## src/rtl/rtc_irq_pkg.sv

```systemverilog
package rtc_irq_pkg;
  localparam int NUM_SRC    = 3;
  localparam int DATA_W     = 8;
  localparam int FIELD_LSB  = 4;
  localparam int MASTER_BIT = 7;
  localparam int SRC_UPD    = 0;
  localparam int SRC_ALM    = 1;
  localparam int SRC_PER    = 2;
  localparam logic ADDR_CTRL = 1'b0;
  localparam logic ADDR_STAT = 1'b1;
endpackage

```

## src/rtl/rtc_irq_flag_bank.sv

```systemverilog
module rtc_irq_flag_bank #(
  parameter int N = 3
) (
  input  logic         clk,
  input  logic         rst_n,
  input  logic [N-1:0] evt,
  input  logic         clr,
  output logic [N-1:0] flags
);
  for (genvar i = 0; i < N; i++) begin : g_flag
    always_ff @(posedge clk) begin
      if (!rst_n)      flags[i] <= 1'b0;
      else if (evt[i]) flags[i] <= 1'b1;
      else if (clr)    flags[i] <= 1'b0;
    end

    assert_flag_set_R2: assert property (@(posedge clk) disable iff (!rst_n)
      evt[i] |=> flags[i]);
    assert_flag_clear_R6: assert property (@(posedge clk) disable iff (!rst_n)
      (clr && !evt[i]) |=> !flags[i]);
    assert_flag_hold_R3: assert property (@(posedge clk) disable iff (!rst_n)
      (!clr && !evt[i]) |=> $stable(flags[i]));
  end
endmodule

```

## src/rtl/rtc_irq_enable_reg.sv

```systemverilog
module rtc_irq_enable_reg #(
  parameter int N = 3
) (
  input  logic         clk,
  input  logic         rst_n,
  input  logic         wr,
  input  logic [N-1:0] wfield,
  output logic [N-1:0] en
);
  always_ff @(posedge clk) begin
    if (!rst_n)  en <= '0;
    else if (wr) en <= wfield;
  end

  assert_en_hold_R8: assert property (@(posedge clk) disable iff (!rst_n)
    !wr |=> $stable(en));
endmodule

```

## src/rtl/rtc_irq_unit.sv

```systemverilog
module rtc_irq_unit
  import rtc_irq_pkg::*;
(
  input  logic              clk,
  input  logic              rst_n,
  input  logic              evt_periodic,
  input  logic              evt_alarm,
  input  logic              evt_update,
  input  logic              reg_addr,
  input  logic              reg_wr,
  input  logic              reg_rd,
  input  logic [DATA_W-1:0] reg_wdata,
  output logic [DATA_W-1:0] reg_rdata,
  output logic              irq
);
  logic [NUM_SRC-1:0] evt_vec, flags, en;
  logic               stat_clr, ctrl_wr, master;

  always_comb begin
    evt_vec          = '0;
    evt_vec[SRC_UPD] = evt_update;
    evt_vec[SRC_ALM] = evt_alarm;
    evt_vec[SRC_PER] = evt_periodic;
  end

  assign stat_clr = reg_rd && (reg_addr == ADDR_STAT);
  assign ctrl_wr  = reg_wr && (reg_addr == ADDR_CTRL);

  rtc_irq_flag_bank #(.N(NUM_SRC)) u_flags (
    .clk(clk), .rst_n(rst_n), .evt(evt_vec), .clr(stat_clr), .flags(flags)
  );

  rtc_irq_enable_reg #(.N(NUM_SRC)) u_en (
    .clk(clk), .rst_n(rst_n), .wr(ctrl_wr),
    .wfield(reg_wdata[FIELD_LSB +: NUM_SRC]), .en(en)
  );

  assign master = |(flags & en);
  assign irq    = master;

  always_comb begin
    reg_rdata = '0;
    if (reg_addr == ADDR_STAT) begin
      reg_rdata[FIELD_LSB +: NUM_SRC] = flags;
      reg_rdata[MASTER_BIT]           = master;
    end else begin
      reg_rdata[FIELD_LSB +: NUM_SRC] = en;
    end
  end

  assert_irq_rise_R5: assert property (@(posedge clk) disable iff (!rst_n)
    $rose(irq) |-> ($past(|evt_vec) || $past(ctrl_wr)));
  assert_irq_fall_R6: assert property (@(posedge clk) disable iff (!rst_n)
    $fell(irq) |-> ($past(stat_clr) || $past(ctrl_wr)));
  assert_rd_before_clr_R7: assert property (@(posedge clk) disable iff (!rst_n)
    (stat_clr && evt_periodic) |=> reg_addr != ADDR_STAT || reg_rdata[FIELD_LSB + SRC_PER]);
endmodule

```

## config.mk

```make
export PLATFORM = sky130hd
export DESIGN_NAME = rtc_irq_unit
export DESIGN_NICKNAME = d
export VERILOG_FILES = /design/src/rtl/rtc_irq_pkg.sv /design/src/rtl/rtc_irq_flag_bank.sv /design/src/rtl/rtc_irq_enable_reg.sv /design/src/rtl/rtc_irq_unit.sv
export SDC_FILE = /design/constraint.sdc
export NUM_CORES = 1
export LEC_CHECK = 0
export BUFFER_PORTS_ARGS = -buffer_cell sky130_fd_sc_hd__clkbuf_2
export CORE_AREA = 2 2 39 41
export CTS_CLUSTER_SIZE = 20
export DETAILED_ROUTE_END_ITERATION = 8
export DIE_AREA = 0 0 41 43
export PLACE_DENSITY_LB_ADDON = 0.08
export SYNTH_ARGS = -nofsm -noshare
export SYNTH_HDL_FRONTEND = slang
export SYNTH_SLANG_ARGS = --single-unit
```

## constraint.sdc

```tcl
create_clock -name clk -period 0.82 [get_ports clk]
set_input_delay 0.082 -clock clk [delete_from_list [all_inputs] [get_ports clk]]
set_output_delay 0.082 -clock clk [all_outputs]
set_load 0.1 [all_outputs]
```

==> metrics.md <==
| Metric | Value |
|---|---|
| Status | `finished, violations left` |
| Violated checks | `negative setup slack` |
| Register share of total power | `33.7%` |
| Post-synthesis register bit count | `6` |
| TritonCTS buffer count | `3` |
| Placed cell areas | `496.7 um2` |
| Crit-path cells | `a22oi_2, nand2_4, and2_4, buf_12` |
| DR pass1 iterations | `1` |
| Core area | `0.001384 mm2` |
| Clock power frac | `27.8%` |
| Clk buf depth | `2` |
| Syn_area_per_cell | `9.697 um2` |
| Switching Power | `between 0.0003 and 0.0004 W` |
| Sequential share of the synthesized area | `38.71%` |
| CTS root buf | `clkbuf_4` |
| Vias in the first global route | `275` |
| Setup repair bufs after CTS | `0` |
| Via/cell ratio | `4.000` |
| Final wirelength | `651 um` |
| CTS tree | `done` |
| Final Cycle Share | `149.5%` |
| Share of the synthesized area in the top cell type | `between 30% and 40%` |
| R2R cell count | `3` |
| Area contributors post-synth | `dfxtp_1, nor2b_1, mux2_2` |
| Clk sink count | `6` |
| Die X | `roughly 41 um` |
| DRT antenna net count | `0` |
| Total grt overflow | `0` |
| GPL Wtd Cong | `between 0.6 and 0.7` |
| Worst clock skew | `0 ns` |
| Cell taking the most area after synthesis | `dfxtp_1` |
| Combinational fraction of design power | `approximately two fifths` |
| # fillers | `151` |
| Fin util | `between 30% and 40%` |
| Initial antenna violation count | `0` |
| Post-route design area | `521.8 um2` |
| Ys Warns | `0` |
| Global-route wire length before repair | `approximately 1000 um` |
| Vert. Die Dim | `43 um` |
| Internal Power | `0.0006035 W` |
| Die Area | `0.001763 mm2` |
| H-tree depth | `1` |
| DRC viols | `0` |
| ANT cells | `0` |
| Post-detail-place hpwl | `557.4 um` |
| Critical Path Stages | `4` |
| HP Class | `input pin to flip-flop` |
| Setup ws final | `-0.4055 ns` |
| Crit Path Max Fanout | `3` |
| Netlist cell types | `11` |
| Max Clk Rate | `816.0 MHz` |
| Row count | `14` |
| Largest net degree at the start of global routing | `7` |
| Hold Worst Slack | `0.06477 ns` |
| Initial Utilization | `22.42%` |
| Area grow syn2layout | `68.14%` |
| Crit end category | `primary output` |
| Worst Path Buf+Inv | `1` |
| WP data arrival | `around 1.1 ns` |
| Final hold violations | `0` |
| Total leakage power | `0.2399 nW` |
| Sw Ratio | `between 30% and 40%` |
| Vias | `268` |
| Crit-path max cell delay | `about 0.32 ns` |
| Cts hold-fix bufs | `0` |
| Cell Pwr Density | `1864 mW/mm2` |
| DRT iter0 DRCs | `0` |
| Share of layout cells above drive strength 1 | `approximately 61%` |
| Pre-CTS setup slack | `-0.1560 ns` |
| Cells after synthesis | `32` |
| CP delay by family, top | `flip-flops` |
| Maximum vdd ir drop | `638.2 uV` |
| # setup viols final | `5` |
| Slew Limit Fails | `0` |
| Setup crit start kind | `flip-flop` |
| Slowest-stage cell, CP | `dfxtp_2` |
| Req. time, crit path | `0.74 ns` |
| WL/cell | `9.716 um` |
| Ports | `25` |
| Min cycle time layout | `1.226 ns` |
| Unrepaired setup endpoints after global routing | `true` |
| Clk Latency, worst-skew pair | `0.24 ns` |
| # port buffers | `15` |
| Nets@finish | `69` |
| Hold Path Depth | `3` |
| Tot GR Track Use | `9.457%` |
| CP Class | `flip-flop to primary output` |
| Max-cap check violation count | `0` |
| Clk slew on worst S/H paths | `~0.04 ns` |
| Mapped cell area | `310.3 um2` |
layout by cell type, fill, tap and decap left out, types with 2 or more instances in the layout:
master and n:
a21oi_1 3, buf_12 5, buf_4 2, clkbuf_2 10
clkbuf_4 3, conb_1 4, dfxtp_1 2, dfxtp_2 4
mux2_2 2, mux2i_1 3, nand2_1 2, nor2b_1 6
worst register-to-register path, cell delays in order, from the launching register on:
cell and delay (ns):
dfxtp_2 0.32, buf_4 0.12, a21oi_1 0.11, nor2b_1 0.05
metrics by stage:
stage	std cells	total power [W]	TNS, ns
after detailed placement	64	0.0007091	-0.5633
after CTS	67	0.001001	-1.778
after global routing	67	0.001023	-1.847
after floorplan	35	0.0006007	-0.4538
after global placement	64	0.0007040	-0.4787
final	67	0.0009724	-1.666
cell type report:
cell class / instances / area (um2) / area share, %
Multi-Input combinational cell: 25 / 188.9 / 36.21
Sequential cell: 6 / 125.1 / 23.98
Tap cell: 16 / 20.02 / 3.837
Clock buffer: 3 / 22.52 / 4.317
Timing Repair Buffer: 17 / 165.2 / 31.65
per-layer routing:
layer	track usage, %	vias up	share of wire (%)
met3	1.571	0	8.1
met4	10.00	0	0
li1	-	136	-
met2	15.00	12	56
met5	0	-	0
met1	9.061	120	35
cells by family after synthesis:
group | Yosys count | synth area share, %
other | 1 | 1.209
flip-flops | 6 | 38.71
buffers and inverters | 4 | 9.678
AO/OA/AOI/OAI | 4 | 7.258
multiplexers | 6 | 20.56
AND/OR/NAND/NOR | 11 | 22.58
power groups by stage:
stage	combinational [W]	sequential, W	clock (W)
after detailed placement	0.000377	0.000332	0
after global placement	0.000373	0.000331	0
final	0.000374	0.000328	0.000270
after floorplan	0.000273	0.000328	0
after global routing	0.000390	0.000330	0.000304
after CTS	0.000377	0.000327	0.000297
synthesized netlist by cell type:
cell,number
a21oi_1,3
a22oi_1,1
and2_2,1
buf_4,4
conb_1,1
dfxtp_1,6
mux2_2,3
mux2i_1,3
nand2_1,3
nor2b_1,6
nor2b_4,1
flip-flops by register name (all words and copies together), names as in the netlist:
register and count:
u_en.en 3, u_flags.flags 3
worst paths after layout:
| path | startpoint | endpoint | slack, ns |
|---|---|---|---|
| hold reg to reg | u_flags.flags[2] | u_flags.flags[2] | 0.53 |
| hold / removal | evt_alarm | u_flags.flags[1] | 0.06 |
| setup / recovery | u_en.en[0] | reg_rdata[7] | -0.41 |
| setup reg to reg | u_flags.flags[1] | u_flags.flags[1] | 0.10 |
timing repair:
action                                  CTS  global route
resized for setup                         1             1
pin swaps                                 0             0
endpoints found under the setup margin    5             5
No activity file was read; power rests on OpenSTA's default activity.
